`src/rtl/pcc_pkg.sv`:
```
package pcc_pkg;

   localparam int ALUOP_W = 3;

   localparam logic [ALUOP_W-1:0] ALU_ADD = 3'd0;
   localparam logic [ALUOP_W-1:0] ALU_SUB = 3'd2;
   localparam logic [ALUOP_W-1:0] ALU_OR  = 3'd5;

   // full control word produced in decode; bit order fixes the kill mask below
   typedef struct packed {
      logic               sext;
      logic               imm_sel;
      logic [ALUOP_W-1:0] aluop;
      logic               dst_rd;
      logic               store;
      logic               branch;
      logic               load_sel;
      logic               regwr;
   } ctrl_t;

   localparam int CTRL_W = $bits(ctrl_t);

   // subset that still matters after execute
   typedef struct packed {
      logic store;
      logic branch;
      logic load_sel;
      logic regwr;
   } mctl_t;

   localparam int MCTL_W = $bits(mctl_t);

   typedef struct packed {
      logic load_sel;
      logic regwr;
   } wctl_t;

   localparam int WCTL_W = $bits(wctl_t);

   // bits that change machine state: store, branch, regwr
   localparam logic [CTRL_W-1:0] KILL_EN_MASK  = CTRL_W'(10'b00_000_0_1_1_0_1);
   localparam logic [CTRL_W-1:0] KILL_ALL_MASK = '1;

endpackage

```
`src/rtl/pcc_decoder.sv`:
```
module pcc_decoder
   import pcc_pkg::*;
#(
   parameter int OPC_W = 6,
   parameter int FN_W  = 6
) (
   input  logic [OPC_W-1:0] opc,
   input  logic [FN_W-1:0]  fn,
   output ctrl_t            ctrl
);

   localparam logic [OPC_W-1:0] OP_REG    = OPC_W'(6'h00);
   localparam logic [OPC_W-1:0] OP_BRANCH = OPC_W'(6'h04);
   localparam logic [OPC_W-1:0] OP_ADDI   = OPC_W'(6'h08);
   localparam logic [OPC_W-1:0] OP_ORI    = OPC_W'(6'h0C);
   localparam logic [OPC_W-1:0] OP_LOAD   = OPC_W'(6'h23);
   localparam logic [OPC_W-1:0] OP_STORE  = OPC_W'(6'h2B);

   always_comb begin
      ctrl = '0;
      case (opc)
         OP_REG: begin
            if (fn[5:3] == 3'b100) begin
               ctrl.aluop  = fn[ALUOP_W-1:0];
               ctrl.dst_rd = 1'b1;
               ctrl.regwr  = 1'b1;
            end
         end
         OP_ADDI: begin
            ctrl.sext    = 1'b1;
            ctrl.imm_sel = 1'b1;
            ctrl.aluop   = ALU_ADD;
            ctrl.regwr   = 1'b1;
         end
         OP_ORI: begin
            ctrl.imm_sel = 1'b1;
            ctrl.aluop   = ALU_OR;
            ctrl.regwr   = 1'b1;
         end
         OP_LOAD: begin
            ctrl.sext     = 1'b1;
            ctrl.imm_sel  = 1'b1;
            ctrl.aluop    = ALU_ADD;
            ctrl.load_sel = 1'b1;
            ctrl.regwr    = 1'b1;
         end
         OP_STORE: begin
            ctrl.sext    = 1'b1;
            ctrl.imm_sel = 1'b1;
            ctrl.aluop   = ALU_ADD;
            ctrl.store   = 1'b1;
         end
         OP_BRANCH: begin
            ctrl.sext   = 1'b1;
            ctrl.aluop  = ALU_SUB;
            ctrl.branch = 1'b1;
         end
         default: ctrl = '0;
      endcase
   end

endmodule

```
`src/rtl/pcc_stage.sv`:
```
module pcc_stage #(
   parameter int             W        = 4,
   parameter logic [W-1:0]   CLR_MASK = '0
) (
   input  logic         clk,
   input  logic         rst_n,
   input  logic [W-1:0] d,
   input  logic         vin,
   input  logic         kill,
   output logic [W-1:0] q,
   output logic         vq
);

   always_ff @(posedge clk or negedge rst_n) begin
      if (!rst_n) begin
         q  <= '0;
         vq <= 1'b0;
      end else begin
         q  <= kill ? (d & ~CLR_MASK) : d;
         vq <= vin & ~kill;
      end
   end

endmodule

```
`src/rtl/pcc_carrier.sv`:
```
module pcc_carrier
   import pcc_pkg::*;
#(
   parameter int OPC_W            = 6,
   parameter int FN_W             = 6,
   parameter bit BUBBLE_CLEAR_ALL = 1'b0
) (
   input  logic             clk,
   input  logic             rst_n,
   input  logic             dec_valid_i,
   input  logic [OPC_W-1:0] opcode_i,
   input  logic [FN_W-1:0]  funct_i,
   input  logic             stall_i,
   input  logic             bubble_i,
   output logic             ex_valid_o,
   output logic             ex_sext_o,
   output logic             ex_imm_sel_o,
   output logic [2:0]       ex_aluop_o,
   output logic             ex_dst_rd_o,
   output logic             mem_valid_o,
   output logic             mem_store_o,
   output logic             mem_branch_o,
   output logic             wb_valid_o,
   output logic             wb_load_sel_o,
   output logic             wb_regwr_o
);

   if (OPC_W < 6 || FN_W < 6) begin : g_bad_field
      $error("pcc_carrier: opcode and funct fields need at least 6 bits");
   end
   if (ALUOP_W != 3) begin : g_bad_aluop
      $error("pcc_carrier: ALU op port is 3 bits wide");
   end

   localparam logic [CTRL_W-1:0] IDEX_MASK = BUBBLE_CLEAR_ALL ? KILL_ALL_MASK : KILL_EN_MASK;

   ctrl_t              dec_c;
   logic               kill;
   logic [CTRL_W-1:0]  idex_q;
   ctrl_t              idex_c;
   logic [MCTL_W-1:0]  exmem_q;
   mctl_t              exmem_c;
   logic [WCTL_W-1:0]  memwb_q;
   wctl_t              memwb_c;
   logic               idex_v, exmem_v, memwb_v;
   mctl_t              exmem_d;
   wctl_t              memwb_d;

   pcc_decoder #(.OPC_W(OPC_W), .FN_W(FN_W)) u_dec (
      .opc  (opcode_i),
      .fn   (funct_i),
      .ctrl (dec_c)
   );

   assign kill = stall_i | bubble_i | ~dec_valid_i;

   pcc_stage #(.W(CTRL_W), .CLR_MASK(IDEX_MASK)) u_idex (
      .clk (clk), .rst_n (rst_n),
      .d   (dec_c), .vin (dec_valid_i), .kill (kill),
      .q   (idex_q), .vq (idex_v)
   );
   assign idex_c = ctrl_t'(idex_q);

   assign exmem_d = '{store: idex_c.store, branch: idex_c.branch,
                      load_sel: idex_c.load_sel, regwr: idex_c.regwr};

   pcc_stage #(.W(MCTL_W), .CLR_MASK('0)) u_exmem (
      .clk (clk), .rst_n (rst_n),
      .d   (exmem_d), .vin (idex_v), .kill (1'b0),
      .q   (exmem_q), .vq (exmem_v)
   );
   assign exmem_c = mctl_t'(exmem_q);

   assign memwb_d = '{load_sel: exmem_c.load_sel, regwr: exmem_c.regwr};

   pcc_stage #(.W(WCTL_W), .CLR_MASK('0)) u_memwb (
      .clk (clk), .rst_n (rst_n),
      .d   (memwb_d), .vin (exmem_v), .kill (1'b0),
      .q   (memwb_q), .vq (memwb_v)
   );
   assign memwb_c = wctl_t'(memwb_q);

   assign ex_valid_o    = idex_v;
   assign ex_sext_o     = idex_c.sext;
   assign ex_imm_sel_o  = idex_c.imm_sel;
   assign ex_aluop_o    = idex_c.aluop;
   assign ex_dst_rd_o   = idex_c.dst_rd;
   assign mem_valid_o   = exmem_v;
   assign mem_store_o   = exmem_c.store;
   assign mem_branch_o  = exmem_c.branch;
   assign wb_valid_o    = memwb_v;
   assign wb_load_sel_o = memwb_c.load_sel;
   assign wb_regwr_o    = memwb_c.regwr;

   // a single state-changing action per instruction
   p_one_action_r1: assert property (@(posedge clk) disable iff (!rst_n)
      $onehot0({idex_c.regwr, idex_c.store, idex_c.branch}));

   // any kill reason leaves a quiet execute slot
   p_bubble_quiet_r5: assert property (@(posedge clk) disable iff (!rst_n)
      (stall_i || bubble_i || !dec_valid_i) |=>
         (!ex_valid_o && !idex_c.regwr && !idex_c.store && !idex_c.branch));

   // an empty execute slot carries no enable
   p_empty_no_enable_r7: assert property (@(posedge clk) disable iff (!rst_n)
      !ex_valid_o |-> !(idex_c.regwr || idex_c.store || idex_c.branch));

   // memory controls lag execute by one edge
   p_mem_lag_r3: assert property (@(posedge clk) disable iff (!rst_n)
      (mem_store_o == $past(idex_c.store)) && (mem_branch_o == $past(idex_c.branch)));

   // write-back controls lag the memory stage by one edge
   p_wb_lag_r4: assert property (@(posedge clk) disable iff (!rst_n)
      (wb_regwr_o == $past(exmem_c.regwr)) && (wb_load_sel_o == $past(exmem_c.load_sel)));

   // valid flags ripple one stage per edge
   p_valid_chain_r10: assert property (@(posedge clk) disable iff (!rst_n)
      (mem_valid_o == $past(ex_valid_o)) && (wb_valid_o == $past(mem_valid_o)));

endmodule

```
`config.mk`:
```
export PLATFORM = sky130hd
export DESIGN_NAME = pcc_carrier
export DESIGN_NICKNAME = d
export VERILOG_FILES = /design/src/rtl/pcc_pkg.sv /design/src/rtl/pcc_decoder.sv /design/src/rtl/pcc_stage.sv /design/src/rtl/pcc_carrier.sv
export SDC_FILE = /design/constraint.sdc
export NUM_CORES = 1
export LEC_CHECK = 0
export BUFFER_PORTS_ARGS = -buffer_cell sky130_fd_sc_hd__buf_2
export CORE_AREA = 5 5 46 48
export CTS_CLUSTER_SIZE = 14
export DETAILED_ROUTE_END_ITERATION = 10
export DIE_AREA = 0 0 51 53
export PLACE_DENSITY = 0.71
export REMOVE_ABC_BUFFERS = 1
export SLEW_MARGIN = 30
export SYNTH_ARGS = -nofsm -noshare
export SYNTH_HDL_FRONTEND = slang
export SYNTH_SLANG_ARGS = --single-unit
```
`constraint.sdc`:
```
create_clock -name clk -period 0.9 [get_ports clk]
set_clock_uncertainty 0.2 [all_clocks]
set_input_delay 0.09 -clock clk [delete_from_list [all_inputs] [get_ports clk]]
set_output_delay 0.09 -clock clk [all_outputs]
set_load 0.01 [all_outputs]
```
==> flow_summary.toml <==
[layout]
area_growth_pct = 49.26
num_antenna_cells = 0
design_area_sq_um = 1008
final_nets = 106
layout-drive-gt1-share_pct = 61.36

[grt]
grt_pass1_wl_um = 2504
overflow = 0
grt_max_degree = 20
antenna_found_initial = 0
gr-usage-all-layers_pct = 12.94
grt_pass1_vias = 610

[placed_design]
hpwlAfterDp_um = 1062
place_congestion = 0.7636
io_buffers = 29
post-place-ws_ns = -0.4449
post_dp_cell_area_sq_um = 882.1

[sta]
setup_ws_ns = -0.1984
period_minus_slack_ns = 1.098
setup_viol = 18
fin_hold_ws_ns = -0.1786
setup_tns_ns = -2.574
min_period_over_period_pct = 122.0
slew_viol_final = 0
max_freq_ghz = 0.9104
worst_pin_slew_ns = 0.3953
relSlewSlack_pct = 73.65
rsz0062_at_grt = "yes"
hold_viol_final = 9

[power_and_ir_drop]
seqPwrFrac_pct = 60.0
clkPwrFrac_pct = 27.9
power_switching_uw = 324.9
ir_worst_vdd_uv = 766.3
p_comb_share_pct = 12.1
power.density_nw_per_um2 = 1436
p_int_mw = 1.123
sw_frac_of_total_pct = 22.43
p_leak_nw = 0.5593

[worst_hold_path]
hp-class = "primary input to flop"

[logic_synthesis]
synth_cell_type_count = 22
synth.most_common_cell = "dfrtp_1"
synth_edf_count = 0
synth_top_area_share_pct = 70.37
yosysSeqAreaShare_pct = 70.37
synthTopCellsByCount = "dfrtp_1 (19), nor3_1 (4), buf_4 (3)"
syn_inst = 48
synth_top_area_cell = "dfrtp_1"
synth.area.top_cells = "dfrtp_1 (70%), buf_4 (3.3%), nor3_1 (3.0%), a31o_1 (2.6%), a21o_1 (2.2%)"
synth_area_sq_um = 675.6
ys_seq_elements = 19
ys.flop_type = "dfrtp_1"
ys_warn_count = 0
async_reset_ff_share_pct = 100.0
avgSynthCellArea_sq_um = 14.08

[drt]
wl_um = 1482
ant_nets = 0
dr.first_iter.drc_count = 0
drc = 0
post_drt_wl_per_cell_um = 14.11
via_count = 525
vias_per_cell = 5.000
drt_pre_antenna_iters = 1

[die]
initial_utilization_pct = 40.45
rows = 15
io-pin-count = 30
dieWidth_um = 51
die_height_um = 53
core_sq_um = 1670
die-area_sq_um = 2703

[clocking]
cts.sinks = 19
clock-root-buffer = "clkbuf_4"
hold_buffers = 1
cts_buffers = 3
clk_latency_ns = 0.28
clock_path_buffers = 2
cts.clk_slew.worst_paths_ns = 0.10
htreeDepth = 1
cts_tree = "yes"

[outcome]
violations = "negative hold slack, negative setup slack"
status = "finished, violations left"

[setup_path]
path_cells = "buf_2"
slowest_stage = "dfrtp_1"
crit_buf_inv = 1
cp_max_fo = 2
arrival_ns = 0.81
critPathCaptureType = "primary output"
start_kind = "flop"
cpPeakStageDelay_ns = 0.39
path_delay_family = "flip-flops"
crit_required_ns = 0.61
worstSetupPathType = "flop to primary output"

[job]
max_cap_viol_count = 0
cell families after synthesis:
group,synth area share (%)
xor+xnor,1.297
simple gates,15.56
compound gates,8.149
flops,70.37
buf+inv,4.628
placed cells by master, fill, tap and decap left out, types with 2 or more instances in the layout:
cell,instances
a31o_1,2
nand2_1,2
buf_2,25
clkbuf_4,3
buf_6,4
buf_4,10
a21o_1,2
dfrtp_1,19
nor3_2,3
routing by layer:
metal	up-vias	part of all wire [%]	GRT usage, %	routed length (um)
li1	246	-	-	-
met1	253	35	12.86	526
met2	22	56	25.11	834
met3	4	5.7	2.535	85
met4	0	2.4	6.726	35
met5	-	0	0	0
final timing paths:
path	slack, ns	to	from	cells past startpoint
worst max-delay path	-0.20	mem_valid_o	u_exmem.vq$_DFF_PN0_	1
worst min-delay path	-0.18	u_idex.q[1]$_DFF_PN0_	opcode_i[3]	2
worst max register to register	0.09	u_memwb.vq$_DFF_PN0_	u_exmem.vq$_DFF_PN0_	1
worst min register to register	0.16	u_exmem.q[1]$_DFF_PN0_	u_idex.q[1]$_DFF_PN0_	0
max in group asynchronous	0.17	u_idex.q[8]$_DFF_PN0_	rst_n	2
min in group asynchronous	0.06	u_memwb.vq$_DFF_PN0_	rst_n	2
final cells by class:
type | count | area, sq um
multi-input cells | 24 | 226.5
fillers | 146 | 661.9
clock buffers | 4 | 26.28
inverters | 1 | 3.754
repair buffers | 40 | 255.2
well taps | 17 | 21.27
flip-flops and latches | 19 | 475.5
power by group through the flow:
stage | combinational, mW | clock [mW] | sequential [mW]
final | 0.175 | 0.405 | 0.868
after global routing | 0.193 | 0.465 | 0.870
after CTS | 0.159 | 0.415 | 0.868
after detailed placement | 0.139 | 0 | 0.885
after global placement | 0.134 | 0 | 0.884
after floorplan | 0.0270 | 0 | 0.891
stage by stage:
stage | std cells | power (mW) | util (%)
final | 105 | 1.448 | 60.37
after global routing | 105 | 1.528 | 60.37
after CTS | 105 | 1.443 | 58.28
after detailed placement | 99 | 1.024 | 52.81
after global placement | 99 | 1.018 | 52.81
after floorplan | 44 | 0.9180 | -
state kept, by name, summed over array words and instances (netlist names):
register / cells
u_idex.q: 10
u_idex.vq: 1
u_memwb.q: 2
u_exmem.vq: 1
u_memwb.vq: 1
u_exmem.q: 4
timing repair:
action / 4_1_cts / 5_1_grt
pin swaps: 6 / 2
buffers inserted: 1 / 0
setup endpoints to repair: 21 / 20
resized for setup: 9 / 5
hold endpoints to repair: 28 / 9
Power figures use the tool's default switching activity.
